[src/rtl/tdm_cm_pkg.sv]
package tdm_cm_pkg;

   // Outcome of one output slot after decoding its connection word
   typedef enum logic [1:0] {
      KIND_IDLE   = 2'd0,
      KIND_SWITCH = 2'd1,
      KIND_MSG    = 2'd2
   } slot_kind_e;

   // Encoding of the data-memory port select
   typedef enum logic {
      SRC_BACKPLANE = 1'b0,
      SRC_LOCAL     = 1'b1
   } src_port_e;

endpackage

[src/rtl/cm_word_decode.sv]
module cm_word_decode
   import tdm_cm_pkg::*;
#(
   parameter int WORD_W     = 16,
   parameter int ADDR_W     = 13,
   parameter int BYTE_W     = 8,
   parameter bit LOCAL_SIDE = 1'b1
) (
   input  logic              clk,
   input  logic              rst_n,
   input  logic              vld_i,
   input  logic [WORD_W-1:0] word_i,
   output slot_kind_e        kind_o,
   output logic              port_o,
   output logic [ADDR_W-1:0] addr_o,
   output logic [BYTE_W-1:0] msg_o,
   output logic              dm_rd_o
);

   localparam int SRC_BIT  = WORD_W - 1;
   localparam int MODE_BIT = WORD_W - 2;
   localparam int EN_BIT   = WORD_W - 3;

   initial begin : p_param_chk
      assert (ADDR_W == WORD_W - 3)
         else $error("cm_word_decode: address field must fill the word below the control bits");
      assert (BYTE_W <= ADDR_W)
         else $error("cm_word_decode: message byte wider than the address field");
   end

   // Source-select polarity differs between the two output ports
   generate
      if (LOCAL_SIDE) begin : g_local_side
         assign port_o = word_i[SRC_BIT];
      end else begin : g_backplane_side
         assign port_o = ~word_i[SRC_BIT];
      end
   endgenerate

   assign addr_o = word_i[ADDR_W-1:0];
   assign msg_o  = word_i[BYTE_W-1:0];

   always_comb begin
      kind_o = KIND_IDLE;
      if (vld_i && word_i[EN_BIT]) begin
         kind_o = word_i[MODE_BIT] ? KIND_MSG : KIND_SWITCH;
      end
   end

   assign dm_rd_o = (kind_o == KIND_SWITCH);

   AST_DM_RD_QUAL: assert property (@(posedge clk) disable iff (!rst_n)
      dm_rd_o |-> vld_i) else $error("data read without a valid slot");

   AST_DM_RD_ENABLED: assert property (@(posedge clk) disable iff (!rst_n)
      dm_rd_o |-> (word_i[EN_BIT] && !word_i[MODE_BIT])) else $error("data read for a disabled or message word");

endmodule

[src/rtl/cm_align_stage.sv]
module cm_align_stage
   import tdm_cm_pkg::*;
#(
   parameter int BYTE_W = 8
) (
   input  logic              clk,
   input  logic              rst_n,
   input  logic              vld_i,
   input  slot_kind_e        kind_i,
   input  logic [BYTE_W-1:0] msg_i,
   output logic              vld_o,
   output slot_kind_e        kind_o,
   output logic [BYTE_W-1:0] msg_o
);

   // Holds decode results for the cycle the data memory needs to answer
   always_ff @(posedge clk or negedge rst_n) begin
      if (!rst_n) begin
         vld_o  <= 1'b0;
         kind_o <= KIND_IDLE;
         msg_o  <= '0;
      end else begin
         vld_o  <= vld_i;
         kind_o <= kind_i;
         if (kind_i == KIND_MSG) begin
            msg_o <= msg_i;
         end
      end
   end

endmodule

[src/rtl/cm_out_select.sv]
module cm_out_select
   import tdm_cm_pkg::*;
#(
   parameter int               BYTE_W    = 8,
   parameter logic [BYTE_W-1:0] IDLE_BYTE = '1
) (
   input  logic              clk,
   input  logic              rst_n,
   input  logic              vld_i,
   input  slot_kind_e        kind_i,
   input  logic [BYTE_W-1:0] msg_i,
   input  logic [BYTE_W-1:0] dm_rdata_i,
   output logic              ch_vld_o,
   output logic              ch_oe_o,
   output logic [BYTE_W-1:0] ch_data_o
);

   logic [BYTE_W-1:0] data_nxt;
   logic              oe_nxt;

   always_comb begin
      unique case (kind_i)
         KIND_SWITCH: begin
            data_nxt = dm_rdata_i;
            oe_nxt   = 1'b1;
         end
         KIND_MSG: begin
            data_nxt = msg_i;
            oe_nxt   = 1'b1;
         end
         default: begin
            data_nxt = IDLE_BYTE;
            oe_nxt   = 1'b0;
         end
      endcase
   end

   always_ff @(posedge clk or negedge rst_n) begin
      if (!rst_n) begin
         ch_vld_o  <= 1'b0;
         ch_oe_o   <= 1'b0;
         ch_data_o <= IDLE_BYTE;
      end else begin
         ch_vld_o  <= vld_i;
         ch_oe_o   <= oe_nxt;
         ch_data_o <= data_nxt;
      end
   end

   AST_IDLE_FILL: assert property (@(posedge clk) disable iff (!rst_n)
      !ch_oe_o |-> (ch_data_o == IDLE_BYTE)) else $error("undriven slot carries data");

   AST_OE_NEEDS_VLD: assert property (@(posedge clk) disable iff (!rst_n)
      ch_oe_o |-> ch_vld_o) else $error("enable on an invalid slot");

   AST_SWITCH_PASS: assert property (@(posedge clk) disable iff (!rst_n)
      (ch_oe_o && $past(kind_i == KIND_SWITCH)) |-> (ch_data_o == $past(dm_rdata_i))) else $error("switched byte lost");

   AST_MSG_PASS: assert property (@(posedge clk) disable iff (!rst_n)
      (ch_oe_o && $past(kind_i == KIND_MSG)) |-> (ch_data_o == $past(msg_i))) else $error("message byte lost");

endmodule

[src/rtl/tdm_cm_outctl.sv]
module tdm_cm_outctl
   import tdm_cm_pkg::*;
#(
   parameter int                STREAMS    = 16,
   parameter int                CHANNELS   = 512,
   parameter int                WORD_W     = 16,
   parameter int                BYTE_W     = 8,
   parameter bit                LOCAL_SIDE = 1'b1,
   parameter logic [BYTE_W-1:0] IDLE_BYTE  = '1,
   localparam int               STRM_W     = $clog2(STREAMS),
   localparam int               CHAN_W     = $clog2(CHANNELS),
   localparam int               ADDR_W     = STRM_W + CHAN_W
) (
   input  logic              clk,
   input  logic              rst_n,
   input  logic              slot_vld_i,
   input  logic [ADDR_W-1:0] slot_i,
   output logic              cm_rd_o,
   output logic [ADDR_W-1:0] cm_raddr_o,
   input  logic [WORD_W-1:0] cm_rdata_i,
   output logic              dm_rd_o,
   output logic              dm_port_o,
   output logic [ADDR_W-1:0] dm_raddr_o,
   input  logic [BYTE_W-1:0] dm_rdata_i,
   output logic              ch_vld_o,
   output logic              ch_oe_o,
   output logic [BYTE_W-1:0] ch_data_o
);

   initial begin : p_geom_chk
      assert (STREAMS == (1 << STRM_W))
         else $error("tdm_cm_outctl: STREAMS must be a power of two");
      assert (CHANNELS == (1 << CHAN_W))
         else $error("tdm_cm_outctl: CHANNELS must be a power of two");
      assert (WORD_W == ADDR_W + 3)
         else $error("tdm_cm_outctl: word must hold three control bits and the source address");
   end

   // Stage 0: slot address goes straight to the connection memory
   assign cm_rd_o    = slot_vld_i;
   assign cm_raddr_o = slot_i;

   // Stage 1: word returns; track validity alongside
   logic s1_vld;
   always_ff @(posedge clk or negedge rst_n) begin
      if (!rst_n) begin
         s1_vld <= 1'b0;
      end else begin
         s1_vld <= slot_vld_i;
      end
   end

   slot_kind_e        s1_kind;
   logic [BYTE_W-1:0] s1_msg;

   cm_word_decode #(
      .WORD_W     (WORD_W),
      .ADDR_W     (ADDR_W),
      .BYTE_W     (BYTE_W),
      .LOCAL_SIDE (LOCAL_SIDE)
   ) i_decode (
      .clk     (clk),
      .rst_n   (rst_n),
      .vld_i   (s1_vld),
      .word_i  (cm_rdata_i),
      .kind_o  (s1_kind),
      .port_o  (dm_port_o),
      .addr_o  (dm_raddr_o),
      .msg_o   (s1_msg),
      .dm_rd_o (dm_rd_o)
   );

   // Stage 2: wait for the data memory; message byte travels alongside
   logic              s2_vld;
   slot_kind_e        s2_kind;
   logic [BYTE_W-1:0] s2_msg;

   cm_align_stage #(
      .BYTE_W (BYTE_W)
   ) i_align (
      .clk    (clk),
      .rst_n  (rst_n),
      .vld_i  (s1_vld),
      .kind_i (s1_kind),
      .msg_i  (s1_msg),
      .vld_o  (s2_vld),
      .kind_o (s2_kind),
      .msg_o  (s2_msg)
   );

   // Stage 3: registered channel result
   cm_out_select #(
      .BYTE_W    (BYTE_W),
      .IDLE_BYTE (IDLE_BYTE)
   ) i_out (
      .clk        (clk),
      .rst_n      (rst_n),
      .vld_i      (s2_vld),
      .kind_i     (s2_kind),
      .msg_i      (s2_msg),
      .dm_rdata_i (dm_rdata_i),
      .ch_vld_o   (ch_vld_o),
      .ch_oe_o    (ch_oe_o),
      .ch_data_o  (ch_data_o)
   );

   AST_MSG_NO_DM: assert property (@(posedge clk) disable iff (!rst_n)
      (s2_kind == KIND_MSG) |-> !$past(dm_rd_o)) else $error("message slot read data memory");

   AST_SWITCH_HAD_RD: assert property (@(posedge clk) disable iff (!rst_n)
      (s2_kind == KIND_SWITCH) |-> $past(dm_rd_o)) else $error("switched slot skipped its data read");

   AST_VLD_FOLLOWS: assert property (@(posedge clk) disable iff (!rst_n)
      ch_vld_o |-> $past(s2_vld)) else $error("output valid without a staged slot");

endmodule

[config.mk]
export PLATFORM = sky130hd
export DESIGN_NAME = tdm_cm_outctl
export DESIGN_NICKNAME = d
export VERILOG_FILES = /design/src/rtl/tdm_cm_pkg.sv /design/src/rtl/cm_word_decode.sv /design/src/rtl/cm_align_stage.sv /design/src/rtl/cm_out_select.sv /design/src/rtl/tdm_cm_outctl.sv
export SDC_FILE = /design/constraint.sdc
export NUM_CORES = 1
export LEC_CHECK = 0
export ABC_AREA = 1
export ABC_CLOCK_PERIOD_IN_PS = 900
export CAP_MARGIN = 20
export CORE_AREA = 2 2 63 65
export DETAILED_ROUTE_END_ITERATION = 16
export DIE_AREA = 0 0 65 67
export PLACE_DENSITY = 0.74
export SLEW_MARGIN = 25
export SYNTH_ARGS = -nofsm -noshare
export SYNTH_HDL_FRONTEND = slang
export SYNTH_SLANG_ARGS = --single-unit
[constraint.sdc]
create_clock -name clk -period 0.9 [get_ports clk]
set_clock_uncertainty 0.05 [all_clocks]
set_input_delay 0.18 -clock clk [delete_from_list [all_inputs] [get_ports clk]]
set_output_delay 0.18 -clock clk [all_outputs]
set_load 0.01 [all_outputs]
Word level (Yosys, flattened, before mapping)
Cells that the tools add are included.

Bitwise gates (word level): 0. $lt $le $gt $ge: 0. Add/subtract/negate cells: 0. Multiplexer cells: 4. Eq/ne operators: 4. Multiply operators: 0. Div/mod/pow operators: 0. Reductions and logical operators: 2. Shift operators: 0.

Operator list (number): 8-bit one-hot mux with 2 select lines (1); 2-bit by 1-bit == test with 1-bit output, second input constant (2); 2-bit == test, second input constant (2); 2-bit 2-to-1 mux (2); 2-bit OR reduction (1); 1-bit logical AND (1); 1-bit 2-to-1 mux (1).

Bits in latches: 0. Flip-flop bits (word level): 22. Output and inout port bits: 39. Memories: 0. Memory bits (writable): 0. Memory bits (read-only): 0.

Logic depth before layout (Yosys ltp)
Gate-level depths: netlist of run 1.

Word-level depth: 3. Depth in mapped cells: 5.

Hierarchy
A second synthesis of run 1 with hierarchy kept.

Cells, all modules: 121. Area total of the unflattened synthesis: 1131.1 um^2.

By module, submodules not included: cm_out_select (area an instance 411.6 um^2, instances 1, cells an instance 41); cm_align_stage (area an instance 401.6 um^2, instances 1, cells an instance 38); cm_word_decode (area an instance 187.7 um^2, instances 1, cells an instance 27); tdm_cm_outctl (area an instance 130.1 um^2, instances 1, cells an instance 15).

Worst setup path after synthesis of run 1
No wires, ideal clock.

Kind: register -> register. From: register i_align.kind_o[0]. To: register i_out.ch_data_o[0]. Arrival: 0.898 ns. Setup slack: -0.114 ns. Data required time: 0.783 ns. Cell stages (with the launch flop): 5. Cell sequence: dfrtp_1 -> inv_1 -> ha_1 -> clkinv_1 -> nand3_1.

Cells in the longest elaborated chain, start to end: 2. Elaborated cells on any way between the ends: 3. Classes of those cells: eq/ne (2); mux (1).

RTL lines: start, declared (line cm_align_stage.sv:12) `output slot_kind_e kind_o,`; start signal, assigned (line cm_align_stage.sv:24) `kind_o <= kind_i;`; 2-bit == test or 2-bit by 1-bit == test with 1-bit output (tied branches) (line cm_out_select.sv:22) `unique case (kind_i)`; 8-bit one-hot mux with 2 select lines (*) (line cm_out_select.sv:22); named net i_out.data_nxt[0] (line cm_out_select.sv:18) `logic [BYTE_W-1:0] data_nxt;`; end signal, assigned (line cm_out_select.sv:46) `ch_data_o <= data_nxt;`; end, declared (line cm_out_select.sv:15) `output logic [BYTE_W-1:0] ch_data_o`.

The timed path passes the listed nets; every way through them passes the cells marked *. A chain may end at the register's enable or synchronous reset.

Worst setup path after layout of run 1
From: register s1_vld. To: output dm_rd_o.

Cells in the longest elaborated chain, start to end: 3.

RTL lines: start, declared (line tdm_cm_outctl.sv:44) `logic s1_vld;`; start signal, assigned (line tdm_cm_outctl.sv:49) `s1_vld <= slot_vld_i;`; 1-bit logical AND (line cm_word_decode.sv:45) `if (vld_i && word_i[EN_BIT]) begin`; 2-bit 2-to-1 mux (line cm_word_decode.sv:45); 2-bit by 1-bit == test with 1-bit output (line cm_word_decode.sv:50) `assign dm_rd_o = (kind_o == KIND_SWITCH);`; end, declared (line tdm_cm_outctl.sv:21) `output logic dm_rd_o,`.

Every way passes these cells.

==> results of run 1 <==
## per-stage QoR
stage	worst slack (ns)	power [uW]	hold slack [ns]
after global placement	-0.732	1620	0.285
after global routing	-0.338	2320	0.204
after detailed placement	-0.741	1640	0.290
after floorplan	-0.0404	1470	-0.166
final	-0.256	2210	0.191
after CTS	-0.287	2220	0.197
## power by group
part	switching (uW)	internal, uW	total (uW)
Sequential	55.0	1110	1160
Clock	283	314	598
Combinational	211	240	451
## sequential cells by signal, indices dropped and copies added (netlist names)
signal,count
i_out.ch_oe_o,1
i_out.ch_data_o,8
i_align.msg_o,8
i_align.vld_o,1
i_out.ch_vld_o,1
s1_vld,1
i_align.kind_o,2
## logic make-up after synthesis
group	after synthesis	share of synthesized area, %
DFF	22	51.4
adders and majority gates	2	2.30
and+or+nand+nor	51	21.6
buffers and inverters	37	24.7
## routing by layer
metal / track usage, % / share of wire [%]
met1: 11.1 / 37
met2: 20.4 / 54
met3: 0.845 / 6.7
met4: 8.24 / 2.5
met5: 0 / 0
## timing repair
item | in CTS | in global routing
endpoints found under the setup margin | 38 | 29
cloned | 1 | 1
pin swaps | 11 | 3
resized for setup | 107 | 6
setup buffers | 0 | 1
hold buffers | 0 | 0
## layout by cell type (no fill, tap or decap), types with 2 or more instances in the layout
| master | instances |
|---|---|
| dlygate4sd2_1 | 11 |
| nand2_1 | 23 |
| nand3_2 | 8 |
| clkinv_4 | 2 |
| nand3_4 | 2 |
| buf_6 | 10 |
| clkbuf_8 | 3 |
| nand2_2 | 10 |
| buf_4 | 13 |
| inv_1 | 2 |
| buf_2 | 12 |
| ha_4 | 2 |
| clkdlybuf4s50_1 | 9 |
| dfrtp_1 | 14 |
| nand4_1 | 8 |
| dfstp_2 | 8 |
## area by class of cell
| class | count | area [um^2] |
|---|---|---|
| fill | 347 | 2080 |
| multi-input combinational | 54 | 370 |
| sequential | 22 | 561 |
| timing repair inverter | 1 | 8.76 |
| inverter | 4 | 20.0 |
| tap | 48 | 60.1 |
| clock buffer | 4 | 45.0 |
| timing repair buffer | 55 | 457 |
## worst max-delay path by stage
stage                      start  cells after the start            endpoint  slack (ns)
6_report                  s1_vld                      3             dm_rd_o       -0.26
5_1_grt                   s1_vld                      3             dm_rd_o       -0.34
4_1_cts                   s1_vld                      3             dm_rd_o       -0.29
3_5_place_dp      cm_rdata_i[13]                      4             dm_rd_o       -0.74
3_3_place_gp      cm_rdata_i[13]                      4             dm_rd_o       -0.73
2_1_floorplan  i_align.kind_o[1]                      5  i_out.ch_data_o[4]       -0.04
## worst max-delay path: stages (launching register included)
cell,delay (ns)
dfrtp_1,0.35
nand2_1,0.06
nor2_2,0.11
buf_2,0.15
==> metrics, run 1 <==
Num CTS Buffers=3; R2R depth=4; Critical Path End Type=output pin; worst min path class=in -> async; Die Ht=67 um; Yosys top cell area share=32.1%; design area=1520 um^2; most common cell in the netlist=nand2_1; CP startpoint kind=flop; worst r2r src=i_align.kind_o[0]; Max Cap Viol=0; cells after synthesis=112; total global routing overflow=0; via count=813; Rel. slew slack=88.9%; status=complete, but fails checks; f_max=0.865 GHz; Worst Tran Pin Value=0.167 ns; Final Util=42.2%; initial antenna violation count=0; share of layout cells above drive strength 1=51.4%; Worst EP required=0.67 ns; die footprint=4360 um^2; hpwl dp=1780 um; initial core utilization=30.2%; CTS tree=yes; count of different cell masters after synthesis=14; synth-to-layout area growth=39.6%; worst skew pair latency=0.25 ns; Static Leak=0.000703 uW; Final Wtd Congestion=0.775; Final Max Slew Viols=0; Worst Setup Slack, final=-0.256 ns; kind of critical path=reg -> out; GRT Total Usage=10.8%; violated checks=setup timing; vias in the first global route=831; Clock Sink Count=22; clk slew on worst S/H paths=0.07 ns; number of port buffers=40; Remaining DRCs=0; Ant. Diodes=0; final count of hold timing violations=0; Synth Flop Type=dfrtp_1; sequential fraction of the synthesis area=51.4%; flip-flop and latch count after synthesis=22; htree depth=1; number of flops mapped to enable cells by yosys=0; RR Endpoint=i_out.ch_data_o[3]; Final Setup Violations=28; Peak VDD IR=0.000479 V; Crit Path Max Fanout=2; global-route wire length before repair=3620 um; Worst Path Arrival=0.93 ns; Final nets=183; setup TNS=-3.44 ns; die width=65 um; Root Buffer=clkbuf_8; placed insts=181; RSZ-0062 raised after global routing=yes; placed inst area=1460 um^2; Initial DRT Pass Iterations=4; Max clock buf depth=2; Avg Synthesized Cell Area=9.73 um^2; Synth warnings=0; Boundary Pins=79; core area=3610 um^2; wire per inst=12.4 um; Commonest cells post-synth=nand2_1, buf_4, dfrtp_1; vias per cell=4.32; Cell Pwr Density=1450 nW/um^2; Min Clock Period, post-route=1.16 ns; Synth area leader=dfrtp_1; share of synthesized registers carrying an async set or reset=100%; largest net degree at the start of global routing=14; routed wire length=2320 um; Reg2Reg Setup Slack=-0.13 ns; Layout Cells excl Fill=188; dominant cells by area after synthesis=dfrtp_1, buf_4, dfstp_2; Post-DRT Antenna Nets=0; synthesized area=1090 um^2; period utilisation layout=128%; FP Rows=22; Initial DRC Count=16; syn_nets=154
Note: power is estimated with default switching activity, not from simulation.
==> run 2: changes to the inputs <==
- CORE_AREA: 2 2 63 65 -> 8 8 69 71
- DIE_AREA: 0 0 65 67 -> 0 0 77 79
==> run 2 against run 1 <==
The flow still finishes with violations (setup timing). Setup slack gained 0.0035 ns. First-iteration DRC count grew 25%. Non-clock buffer count unchanged. Core utilization is 0.56 points lower. Critical path depth unchanged. Via count decreased by 4.8%. Hold slack worse by 0.077 ns. Combinational power increased by 8.9%. Register-to-register slack about the same. Cell count increased by 1.1%. Global-route usage is 2.8 points lower. Critical endpoint unchanged. Largest cell class unchanged. Highest routed layer unchanged.
==> metrics, run 2 (synthesized netlist as in run 1, its figures left out) <==
global-route wire length before repair=3970 um (was 3620 um); Ant. Diodes=0 (unchanged); clk slew on worst S/H paths=0.07 ns (about the same); synth-to-layout area growth=45.1% (was 39.6%); wire per inst=12.9 um (was 12.4 um); initial antenna violation count=0 (unchanged); commonest non-fill, non-tap cell in the layout=nand2_1 (unchanged); worst skew pair latency=0.25 ns (about the same); Peak VDD IR=0.000470 V (was 0.000479 V); routed wire length=2450 um (was 2320 um); final count of hold timing violations=0 (unchanged); total power=2260 uW (was 2210 uW); violated checks=setup timing (unchanged); Final Util=41.6% (was 42.2%); Boundary Pins=79 (unchanged); via count=774 (was 813); worst setup path start=s1_vld (unchanged); design area=1580 um^2 (was 1520 um^2); number of port buffers=40 (unchanged); Clock Sink Count=22 (unchanged); timing endpoint of the critical path=dm_rd_o (unchanged); htree depth=1 (unchanged); RR Endpoint=i_align.msg_o[3] (was i_out.ch_data_o[3]); Final Wtd Congestion=0.717 (was 0.775); R2R depth=5 (was 4); share of layout cells above drive strength 1=57.1% (was 51.4%); Remaining DRCs=0 (unchanged); initial core utilization=28.7% (was 30.2%); hold buffers post-CTS=0 (unchanged); die width=77 um (was 65 um); Worst Setup Slack, final=-0.253 ns (was -0.256 ns); placed inst area=1460 um^2 (unchanged); Cell Pwr Density=1430 nW/um^2 (was 1450 nW/um^2); Worst EP required=0.67 ns (about the same); Max Cap Viol=0 (unchanged); Max clock buf depth=2 (unchanged); Static Leak=0.000722 uW (was 0.000703 uW); Critical Path End Type=output pin (unchanged); Final nets=183 (unchanged); hpwl dp=1820 um (was 1780 um); Die Ht=79 um (was 67 um); highest-count cells in the layout ignoring fill and taps=nand2_1, nand2_2, dfrtp_1 (was nand2_1, dfrtp_1, buf_4); largest net degree at the start of global routing=23 (was 14); Root Buffer=clkbuf_8 (unchanged); RSZ-0062 raised after global routing=yes (unchanged); Min Clock Period, post-route=1.15 ns (was 1.16 ns); CTS tree=yes (unchanged); Final Max Slew Viols=0 (unchanged); Post-DRT Antenna Nets=0 (unchanged); worst r2r src=s1_vld (was i_align.kind_o[0]); kind of critical path=reg -> out (unchanged); vias in the first global route=846 (was 831); Final Setup Violations=29 (was 28); Initial DRC Count=20 (was 16); FP Rows=23 (was 22); total global routing overflow=0 (unchanged); core area=3800 um^2 (was 3610 um^2); Num CTS Buffers=3 (unchanged); f_max=0.868 GHz (was 0.865 GHz); worst min path class=in -> reg (was in -> async); Initial DRT Pass Iterations=4 (unchanged); Rel. slew slack=89.9% (was 88.9%); status=complete, but fails checks (unchanged); die footprint=6080 um^2 (was 4360 um^2); CP startpoint kind=flop (unchanged); Largest regs=i_align.msg_o (8), i_out.ch_data_o (8), i_align.kind_o (2) (unchanged); Reg2Reg Setup Slack=-0.14 ns (was -0.13 ns); GRT Total Usage=8.00% (was 10.8%); vias per cell=4.07 (was 4.32); Crit Path Max Fanout=2 (unchanged); Worst Path Arrival=0.92 ns (was 0.93 ns); Worst Tran Pin Value=0.152 ns (was 0.167 ns); period utilisation layout=128% (about the same); setup TNS=-3.81 ns (was -3.44 ns)
## run 2: area by class of cell
class	instances	area, um^2
clock buffers	4	45.0
fillers	399	2220
inverters	4	20.0
multi-input cells	54	385
flip-flops and latches	22	561
well taps	50	62.6
repair buffers	55	499
repair inverters	1	8.76
## run 2: how the worst min path moves through the flow
stage / startpoint / end / depth (start not counted)
4_1_cts: slot_vld_i / s1_vld / 1
6_report: cm_rdata_i[14] / i_align.kind_o[0] / 2
2_1_floorplan: rst_n / i_align.kind_o[0] / 0
3_5_place_dp: i_align.vld_o / i_out.ch_vld_o / 0
5_1_grt: slot_vld_i / s1_vld / 1
3_3_place_gp: i_align.vld_o / i_out.ch_vld_o / 0
## run 2: what timing repair did
action / 4_1_cts / 5_1_grt
buffers inserted: 1 / 2
setup endpoints to repair: 38 / 29
pin swaps: 9 / 7
gates cloned: 1 / 1
gates resized for setup: 110 / 14
## run 2: stage by stage
step / setup slack, ns / instances / hold slack [ns]
after CTS: -0.261 / 187 / 0.125
after floorplan: -0.0404 / 112 / -0.166
after global placement: -0.710 / 181 / 0.288
final: -0.253 / 190 / 0.114
after detailed placement: -0.713 / 181 / 0.291
after global routing: -0.325 / 190 / 0.127
## run 2: layer usage
layer / up-vias / global-route usage (%) / routed length (um)
li1: 388 / - / -
met1: 340 / 8.94 / 964
met2: 36 / 12.8 / 1230
met3: 10 / 2.26 / 179
met4: 0 / 6.04 / 79
met5: - / 0 / 0
## run 2: critical path, cell delays in order, from the launching register on
cell and delay [ns]:
dfrtp_1 0.37, nand2_1 0.07, nor2_2 0.09, buf_2 0.14
## run 2: power by group
part	total, uW	internal [uW]	switching, uW
sequential	1170	1110	60.9
clock	598	315	283
combinational	491	270	221
